--- src/rtl/sdi_tfx_pkg.sv ---
package sdi_tfx_pkg;

  typedef struct packed {
    logic fld;
    logic vblk;
    logic hbit;
  } xyz_t;

endpackage

--- src/rtl/sdi_trs_detect.sv ---
module sdi_trs_detect
  import sdi_tfx_pkg::*;
#(
  parameter int WORD_W = 10
) (
  input  logic              clk,
  input  logic              rst,
  input  logic              word_vld,
  input  logic [WORD_W-1:0] word_in,
  output logic              hit,
  output xyz_t              xyz
);

  localparam int HIST_N = 3;

  logic [HIST_N-1:0][WORD_W-1:0] hist;

  always_ff @(posedge clk) begin
    if (rst) begin
      hist[0] <= '0;
    end else if (word_vld) begin
      hist[0] <= word_in;
    end
  end

  for (genvar gi = 1; gi < HIST_N; gi++) begin : g_hist
    always_ff @(posedge clk) begin
      if (rst) begin
        hist[gi] <= '0;
      end else if (word_vld) begin
        hist[gi] <= hist[gi-1];
      end
    end
  end

  assign hit = word_vld && (hist[2] == '1) && (hist[1] == '0) && (hist[0] == '0);

  assign xyz.fld  = word_in[WORD_W-2];
  assign xyz.vblk = word_in[WORD_W-3];
  assign xyz.hbit = word_in[WORD_W-4];

  // idle words leave the preamble history untouched
  a_r6_hist_hold: assert property (@(posedge clk) disable iff (rst)
    !word_vld |=> $stable(hist));

endmodule

--- src/rtl/sdi_timing_flags.sv ---
module sdi_timing_flags
  import sdi_tfx_pkg::*;
(
  input  logic clk,
  input  logic rst,
  input  logic hit,
  input  xyz_t xyz,
  output logic trs_mark,
  output logic hsync,
  output logic vsync,
  output logic field
);

  always_ff @(posedge clk) begin
    if (rst) begin
      trs_mark <= 1'b0;
      hsync    <= 1'b0;
      vsync    <= 1'b0;
      field    <= 1'b0;
    end else begin
      trs_mark <= hit;
      if (hit) begin
        hsync <= xyz.hbit;
        if (xyz.hbit) begin
          vsync <= xyz.vblk;
          field <= xyz.fld;
        end
      end
    end
  end

  // marker never lasts two cycles
  a_r1_single_pulse: assert property (@(posedge clk) disable iff (rst)
    trs_mark |=> !trs_mark);

  // hsync edges only with a marker
  a_r3_hs_rise: assert property (@(posedge clk) disable iff (rst)
    $rose(hsync) |-> trs_mark);
  a_r3_hs_fall: assert property (@(posedge clk) disable iff (rst)
    $fell(hsync) |-> trs_mark);

  // vertical and field levels only move on a marker
  a_r4_r5_hold: assert property (@(posedge clk) disable iff (rst)
    !trs_mark |-> ($stable(vsync) && $stable(field)));

endmodule

--- src/rtl/sdi_frame_lock.sv ---
module sdi_frame_lock
  import sdi_tfx_pkg::*;
#(
  parameter int LINE_W      = 12,
  parameter int LOCK_FRAMES = 3
) (
  input  logic clk,
  input  logic rst,
  input  logic hit,
  input  xyz_t xyz,
  output logic locked
);

  localparam int MW = $clog2(LOCK_FRAMES + 1);
  localparam logic [MW-1:0] LOCK_M = MW'(LOCK_FRAMES);

  logic              prev_f, prev_v;
  logic              started, have_ref;
  logic [LINE_W-1:0] line_cnt, act_cnt, ref_lines, ref_act;
  logic [MW-1:0]     match_cnt, match_inc;
  logic              eav, boundary, same_cnt;

  assign eav       = hit && xyz.hbit;
  assign boundary  = eav && !xyz.fld && xyz.vblk && !(!prev_f && prev_v);
  assign same_cnt  = (line_cnt == ref_lines) && (act_cnt == ref_act);
  assign match_inc = (match_cnt == LOCK_M) ? match_cnt : match_cnt + 1'b1;

  always_ff @(posedge clk) begin
    if (rst) begin
      prev_f    <= 1'b0;
      prev_v    <= 1'b0;
      started   <= 1'b0;
      have_ref  <= 1'b0;
      line_cnt  <= '0;
      act_cnt   <= '0;
      ref_lines <= '0;
      ref_act   <= '0;
      match_cnt <= '0;
      locked    <= 1'b0;
    end else if (eav) begin
      prev_f <= xyz.fld;
      prev_v <= xyz.vblk;
      if (boundary) begin
        line_cnt <= LINE_W'(1);
        act_cnt  <= '0;
        if (!started) begin
          started <= 1'b1;
        end else if (!have_ref || !same_cnt) begin
          have_ref  <= 1'b1;
          ref_lines <= line_cnt;
          ref_act   <= act_cnt;
          match_cnt <= MW'(1);
          locked    <= (LOCK_FRAMES <= 1);
        end else begin
          match_cnt <= match_inc;
          locked    <= (match_inc == LOCK_M);
        end
      end else begin
        line_cnt <= line_cnt + 1'b1;
        act_cnt  <= act_cnt + LINE_W'(!xyz.vblk);
      end
    end
  end

  // lock only appears at a frame boundary
  a_r8_rise_at_boundary: assert property (@(posedge clk) disable iff (rst)
    $rose(locked) |-> $past(boundary));

  // lock only drops at a frame boundary
  a_r9_fall_at_boundary: assert property (@(posedge clk) disable iff (rst)
    $fell(locked) |-> $past(boundary));

endmodule

--- src/rtl/sdi_timing_extract.sv ---
module sdi_timing_extract
  import sdi_tfx_pkg::*;
#(
  parameter int WORD_W      = 10,
  parameter int LINE_W      = 12,
  parameter int LOCK_FRAMES = 3
) (
  input  logic              clk,
  input  logic              rst,
  input  logic              word_vld,
  input  logic [WORD_W-1:0] word_in,
  output logic              trs_mark,
  output logic              hsync,
  output logic              vsync,
  output logic              field,
  output logic              locked
);

  logic hit;
  xyz_t xyz;

  sdi_trs_detect #(.WORD_W(WORD_W)) u_detect (
    .clk(clk), .rst(rst), .word_vld(word_vld), .word_in(word_in),
    .hit(hit), .xyz(xyz)
  );

  sdi_timing_flags u_flags (
    .clk(clk), .rst(rst), .hit(hit), .xyz(xyz),
    .trs_mark(trs_mark), .hsync(hsync), .vsync(vsync), .field(field)
  );

  sdi_frame_lock #(.LINE_W(LINE_W), .LOCK_FRAMES(LOCK_FRAMES)) u_lock (
    .clk(clk), .rst(rst), .hit(hit), .xyz(xyz), .locked(locked)
  );

  // an idle cycle can never produce a marker
  a_r6_idle_no_mark: assert property (@(posedge clk) disable iff (rst)
    !$past(word_vld) |-> !trs_mark);

  // lock changes coincide with an EAV marker
  a_r8_lock_with_mark: assert property (@(posedge clk) disable iff (rst)
    !$stable(locked) |-> (trs_mark && hsync));

endmodule

--- config.mk ---
export PLATFORM = sky130hd
export DESIGN_NAME = sdi_timing_extract
export DESIGN_NICKNAME = d
export VERILOG_FILES = /design/src/rtl/sdi_tfx_pkg.sv /design/src/rtl/sdi_trs_detect.sv /design/src/rtl/sdi_timing_flags.sv /design/src/rtl/sdi_frame_lock.sv /design/src/rtl/sdi_timing_extract.sv
export SDC_FILE = /design/constraint.sdc
export NUM_CORES = 1
export LEC_CHECK = 0
export CAP_MARGIN = 5
export CORE_MARGIN = 3
export CORE_UTILIZATION = 43
export CTS_CLUSTER_DIAMETER = 80
export DETAILED_ROUTE_END_ITERATION = 7
export DONT_BUFFER_PORTS = 1
export SYNTH_ARGS = -nofsm -noshare
export SYNTH_HDL_FRONTEND = slang
export SYNTH_SLANG_ARGS = --single-unit
--- constraint.sdc ---
create_clock -name clk -period 2.8 [get_ports clk]
set_clock_uncertainty 0.05 [all_clocks]
set_input_delay 0.14 -clock clk [delete_from_list [all_inputs] [get_ports clk]]
set_output_delay 0.14 -clock clk [all_outputs]
set_load 0.03 [all_outputs]
==> results.sh, run 1 <==
export IMPL_tns_ns=0
export IMPL_layout_min_cycle_time_ns=2.446
export IMPL_avgViaCountPerCell=5.359
export IMPL_final_max_slew_viol_count=0
export IMPL_ys_seq_area_share_pct=42.31
export IMPL_vdd_ir_drop_max_uv=293.3
export IMPL_nets=456
export IMPL_cap_violations=0
export IMPL_rows=35
export IMPL_clk_pin_slew_worst_paths_ns=0.09
export IMPL_track_usage_pct=17.21
export IMPL_fmaxAchievable_ghz=0.4089
export IMPL_place_inst=545
export IMPL_io_pins=18
export IMPL_drc=0
export IMPL_power_density_nw_per_um2=513.7
export IMPL_setup_slack_ns=0.3541
export IMPL_die_w_um=103.8
export IMPL_cts_tree="yes"
export IMPL_path_class="register to register"
export IMPL_drive_gt1_share_pct=8.315
export IMPL_synthArstFlopShare_pct=0
export IMPL_cp_required_ns=3.00
export IMPL_placed_area_sq_um=4224
export IMPL_cts_buffers=9
export IMPL_die_y_um=103.8
export IMPL_gr_usage_met2_pct=25.67
export IMPL_synth_top_area_share_pct=42.31
export IMPL_use_met1_pct=24.51
export IMPL_dieArea_sq_um=10780
export IMPL_antenna_cells=0
export IMPL_synth_area_leaders="dfxtp_1, mux2i_1, xnor2_1, nand2b_1, nor2_1"
export IMPL_rsz0062_at_grt="false"
export IMPL_antenna_found_initial=0
export IMPL_wire_per_inst_um=15.22
export IMPL_via_count=3076
export IMPL_busiest_layer="met2"
export IMPL_wirelength_um=8735
export IMPL_grt_overflow=0
export IMPL_clockBufferDepth=2
export IMPL_initial_utilization_pct=44.34
export IMPL_synthCells=435
export IMPL_htreeDepth=3
export IMPL_end_kind="register"
export IMPL_syn_avg_cell_area_sq_um=9.463
export IMPL_io_buffers=0
export IMPL_path_max_fanout=8
export IMPL_drtAntennaViolNets=0
export IMPL_dp_slack_ns=0.5036
export IMPL_core_area_sq_um=9284
export IMPL_ys_types=39
export IMPL_grt_first_pass_wirelength_um=15080
export IMPL_synth_top_area_cell="dfxtp_1"
export IMPL_setup_viol=0
export IMPL_synth_flop_cell="dfxtp_1"
export IMPL_grt_pass1_vias=2963
export IMPL_syn_area_sq_um=4116
export IMPL_arrival_ns=2.64
export IMPL_hpwl_um=5792
export IMPL_syn_to_final_growth_pct=12.04
export IMPL_yosys_warnings=0
export IMPL_status="complete, no violations"
export IMPL_grt_max_degree=90
export IMPL_tightestPinTransition_ns=0.5378
export IMPL_cp_start_kind="register"
export IMPL_cts_root_buf="clkbuf_8"
export IMPL_max_slew_margin_pct=63.82
export IMPL_clock_sinks=87
export IMPL_fin_area_sq_um=4612
export IMPL_instances_no_fill=574
export IMPL_clk_latency_ns=0.36
export IMPL_drt_pass1_iter_count=4
export IMPL_synth_edf_count=0
export IMPL_period_share_pct=87.35
export IMPL_grt_util_met3_pct=4.174
export IMPL_place_congestion=0.8089
export IMPL_cts_setup_buffers=0
export IMPL_ys_seq_elements=87
export IMPL_p_leak_nw=1.616
export IMPL_initialDrtViolationCount=197
export IMPL_syn_num_nets=451
export IMPL_hold_violations=0
export IMPL_hp_class="input pin to register"
registers in the layout, indices dropped and copies added (netlist names):
name,cells
u_detect.hist,30
u_flags.field,1
u_flags.hsync,1
u_flags.trs_mark,1
u_lock.act_cnt,12
u_lock.have_ref,1
u_lock.line_cnt,12
u_lock.locked,1
u_lock.match_cnt,2
u_lock.prev_v,1
u_lock.ref_act,12
u_lock.ref_lines,12
u_lock.started,1
cells in the mapped netlist, types with 2 or more instances:
cell type  number
clkbuf_1       23
xnor2_1        37
o31ai_1         3
nand3_1        13
nand2b_1       47
inv_1           4
xor2_1          3
nor4_4          2
nand2_1        21
buf_6           2
a21oi_1        13
nand3b_1        2
dfxtp_1        87
nand4_1        16
nor2_1         49
or4_1           3
nor3_1          7
and4_1          7
nor4b_4         2
mux2i_1        54
nor4_1         16
ha_1            3
and3_1          5
routing by layer:
layer  up-vias  share of wire, %
met5         -                 0
met2        54                44
li1       1519                 -
met4         0               1.5
met1      1492                49
met3        11               5.1
logic make-up after synthesis:
logic type,Yosys count,share of synthesized area (%)
AND/OR/NAND/NOR,198,28.45
flip-flops,87,42.31
multiplexers,54,13.13
XOR/XNOR,40,8.511
buffers and inverters,31,3.313
AO/OA/AOI/OAI,22,3.374
adder cells (fa/ha/maj),3,0.9120
placed cells by master, fill, tap and decap left out, drive strengths merged, types with 10 or more instances in the layout:
| master | instances |
|---|---|
| clkbuf | 10 |
| nor4 | 18 |
| nand2 | 21 |
| dfxtp | 87 |
| nand3 | 13 |
| nand2b | 47 |
| mux2i | 54 |
| nor2 | 49 |
| a21oi | 14 |
| buf | 10 |
| dlygate4sd3 | 11 |
| xnor2 | 37 |
| nand4 | 18 |
critical path, cell delays in order, from the launching register on:
cell and delay [ns]:
dfxtp_1 0.36, nor4b_4 0.37, and4_1 0.32, nand3_1 0.27, buf_4 0.27, nand2_1 0.07
a21oi_1 0.07, dlygate4sd3_1 0.56
power by group:
part	switching (W)	internal, W	total (W)	leakage (nW)
Clock	0.000458	0.000531	0.000989	0.109
Sequential	0.0000167	0.00125	0.00127	0.703
Combinational	0.0000548	0.0000562	0.000111	0.803
path summary, 6_finish.rpt:
check / cells after the start / start / to / slack [ns]
setup / recovery: 7 / u_detect.hist[10]$_SDFFE_PP0P_ / u_flags.field$_SDFFE_PP0N_ / 0.35
setup reg to reg: 7 / u_detect.hist[10]$_SDFFE_PP0P_ / u_flags.field$_SDFFE_PP0N_ / 0.35
hold / removal: 4 / word_in[6] / u_lock.locked$_SDFFE_PP0P_ / 0.06
hold reg to reg: 2 / u_lock.started$_SDFFE_PP0P_ / u_lock.started$_SDFFE_PP0P_ / 0.42
metrics by stage:
step | hold slack (ns) | power, W | utilization (%)
after floorplan | 0.2260 | 0.001378 | -
after global placement | 0.1677 | 0.001362 | 45.50
after detailed placement | 0.1711 | 0.001364 | 45.50
after CTS | 0.04557 | 0.002400 | 49.68
after global routing | 0.07076 | 0.002463 | 49.68
final | 0.05757 | 0.002369 | 49.68
cell type report:
type	instances	area, sq um
Sequential cell	87	1742
Multi-Input combinational cell	317	2246
Timing Repair Buffer	21	217.7
Clock inverter	6	92.59
Fill cell	901	4672
Tap cell	129	161.4
Inverter	4	15.01
Clock buffer	10	137.6
what timing repair did:
action / in CTS / in global routing
resized for setup: 0 / 0
endpoints found under the hold margin: 68 / 0
hold buffers: 13 / 0
(Power assumes the default switching activity.)
==> inputs of run 2 (changes only) <==
==> constraint.sdc (replaced) <==
create_clock -name clk -period 2 [get_ports clk]
set_clock_uncertainty 0.05 [all_clocks]
set_input_delay 0.1 -clock clk [delete_from_list [all_inputs] [get_ports clk]]
set_output_delay 0.1 -clock clk [all_outputs]
set_load 0.03 [all_outputs]
==> run 2 against run 1 <==
Net effect: the flow now finishes with violations (negative setup slack); critical path depth decreased by 1; clock power increased by 27%; worst hold slack got worse by 0.0083 ns; cell count increased by 6.4%; total power increased by 36%; via count increased by 2.2%; clock-buffer cell count unchanged; first-iteration DRC count decreased by 7.6%; final area increased by 7.9%; sequential share of layout area decreased by 2.6 points; critical endpoint is now u_lock.ref_lines[5]$_SDFFE_PP0P_.
==> results.sh, run 2 (synthesized netlist as in run 1, its figures left out) <==
export IMPL_status="finished with violations"
export IMPL_violations="negative setup slack"
export IMPL_grt_overflow=0
export IMPL_end_kind="register"
export IMPL_hpwl_um=6453
export IMPL_syn_to_final_growth_pct=20.88
export IMPL_rsz0062_at_grt="true"
export IMPL_clockBufferDepth=2
export IMPL_rr_endpoint="u_lock.ref_lines[5]$_SDFFE_PP0P_"
export IMPL_final_max_slew_viol_count=0
export IMPL_switchingPower_w=0.0007457
export IMPL_track_usage_pct=17.98
export IMPL_drtAntennaViolNets=0
export IMPL_p_int_w=0.002467
export IMPL_wire_per_inst_um=15.06
export IMPL_htreeDepth=3
export IMPL_wirelength_um=9202
export IMPL_seqPwrFrac_pct=55.3
export IMPL_critPathBufInv=1
export IMPL_tightestPinTransition_ns=0.4687
export IMPL_die_w_um=103.8
export IMPL_top_layer="met4"
export IMPL_via_count=3144
export IMPL_hp_class="input pin to register"
export IMPL_hold_path_startpoint="rst"
export IMPL_cp_required_ns=2.23
export IMPL_initialDrtViolationCount=182
export IMPL_drt_pass1_iter_count=4
export IMPL_hold_violations=0
export IMPL_die_y_um=103.8
export IMPL_drive_gt1_share_pct=19.09
export IMPL_nets=493
export IMPL_r2r_start="u_detect.hist[14]$_SDFFE_PP0P_"
export IMPL_avgViaCountPerCell=5.146
export IMPL_core_area_sq_um=9284
export IMPL_ff2ff_path_depth=6
export IMPL_vdd_ir_drop_max_uv=414.9
export IMPL_cp_slowest_cell="or4_4"
export IMPL_switching_share_pct=23.21
export IMPL_fmaxAchievable_ghz=0.4924
export IMPL_rrSetupSlack_ns=-0.03
export IMPL_cp_slowest_stage_delay_ns=0.47
export IMPL_grt_pass1_vias=3148
export IMPL_fillCellCount=885
export IMPL_crit_start="u_detect.hist[14]$_SDFFE_PP0P_"
export IMPL_mostFrequentLayoutCells="dfxtp_1, mux2i_1, nor2_1, nand2b_1, buf_4"
export IMPL_initial_utilization_pct=44.34
export IMPL_cts_tree="yes"
export IMPL_period_share_pct=101.5
export IMPL_cap_violations=0
export IMPL_clk_latency_ns=0.35
export IMPL_critical_path_top_delay_family="simple AND/OR/NAND/NOR gates"
export IMPL_multiInputGateArea_sq_um=2305
export IMPL_power_w=0.003212
export IMPL_wl_met1_um=4538
export IMPL_wl_met3_um=335
export IMPL_crit_path_end="u_lock.ref_lines[5]$_SDFFE_PP0P_"
export IMPL_cp_num_cells=6
export IMPL_antenna_found_initial=0
export IMPL_p_comb_share_pct=5.6
export IMPL_io_buffers=0
export IMPL_largest_reg_flops=30
export IMPL_grt_first_pass_wirelength_um=15570
export IMPL_clk_pin_slew_worst_paths_ns=0.09
export IMPL_power_density_nw_per_um2=645.6
export IMPL_antenna_cells=0
export IMPL_setup_slack_ns=-0.03091
export IMPL_dieArea_sq_um=10780
export IMPL_rows=35
export IMPL_layout_min_cycle_time_ns=2.031
export IMPL_cts_buffers=9
export IMPL_final_common_cell="dfxtp_1"
export IMPL_arrival_ns=2.26
export IMPL_place_congestion=0.8556
export IMPL_cts_root_buf="clkbuf_8"
export IMPL_path_max_fanout=14
export IMPL_io_pins=18
export IMPL_clock_sinks=87
export IMPL_dr_wl_met2_um=4136
export IMPL_seq_area_sq_um=1750
export IMPL_clkPwrFrac_pct=39.1
export IMPL_p_leak_nw=1.830
export IMPL_path_class="register to register"
export IMPL_dp_slack_ns=-0.03273
export IMPL_setup_viol=18
export IMPL_max_slew_margin_pct=68.72
export IMPL_grt_max_degree=90
export IMPL_path_cells="nor4b_4 > nand4_4 > or4_4 > a21oi_4 > buf_12 > mux2i_1"
export IMPL_drc=0
export IMPL_top_register="u_detect.hist"
export IMPL_cp_start_kind="register"
## run 2: cell types whose count changed in the layout (fill, tap and decap cells not counted), sizes merged
cell         before  now
clkinv            1    3
bufinv            2    1
buf              10   48
dlygate4sd3      11   10
clkinvlp          2    1
## run 2: final cells by class
cell class / count / area share (%)
clock buffers: 10 / 2.766
clock inverters: 6 / 1.383
inverters: 4 / 0.3017
multi-input cells: 317 / 46.32
flip-flops and latches: 87 / 35.18
well taps: 129 / 3.244
repair buffers: 58 / 10.81
## run 2: worst min-delay path by stage
stage / slack [ns] / to / depth (start not counted)
after floorplan: 0.18 / u_flags.field$_SDFFE_PP0N_ / 2
after global placement: 0.13 / u_flags.field$_SDFFE_PP0N_ / 1
after detailed placement: 0.13 / u_flags.hsync$_SDFFE_PP0N_ / 1
after CTS: 0.03 / u_lock.line_cnt[10]$_SDFFE_PP0N_ / 3
after global routing: 0.04 / u_lock.line_cnt[1]$_SDFFE_PP0N_ / 4
final: 0.05 / u_lock.line_cnt[11]$_SDFFE_PP0N_ / 3
## run 2: power by group through the flow
stage	sequential (W)	clock [W]	combinational (W)
after floorplan	0.00181	0	0.000118
after global placement	0.00181	0	0.000112
after detailed placement	0.00182	0	0.000116
after CTS	0.00178	0.00130	0.000181
after global routing	0.00178	0.00137	0.000198
final	0.00178	0.00126	0.000181
## run 2: layer usage
layer / GRT usage [%] / vias to the layer above
met5: 0 / -
li1: - / 1599
met4: 7.312 / 0
met2: 27.81 / 52
met1: 24.95 / 1478
met3: 3.053 / 15
## run 2: metrics by stage
step	instance area [sq um]	instances	setup TNS, ns	hold slack [ns]	util, %
finish	4976	611	-0.2104	0.04922	53.60
global route	4976	611	-2.607	0.04382	53.60
CTS	4923	610	-0.5297	0.03118	53.03
detailed placement	4559	582	-0.2161	0.1283	49.11
global placement	4559	582	0	0.1259	49.11
floorplan	4148	435	-0.8701	0.1785	-
## run 2: what timing repair did
| item | in CTS | in global routing |
|---|---|---|
| gates cloned | 0 | 0 |
| gates resized for setup | 4 | 13 |
| setup buffers | 0 | 1 |
| endpoints found under the setup margin | 26 | 51 |
| hold endpoints to repair | 68 | 0 |
| hold buffers | 12 | 0 |
| pin swaps | 3 | 7 |
## run 2: worst register-to-register path, stage by stage, from the launching register on
cell	delay, ns
dfxtp_2	0.34
nor4b_4	0.36
nand4_4	0.15
or4_4	0.47
a21oi_4	0.20
buf_12	0.18
mux2i_1	0.20
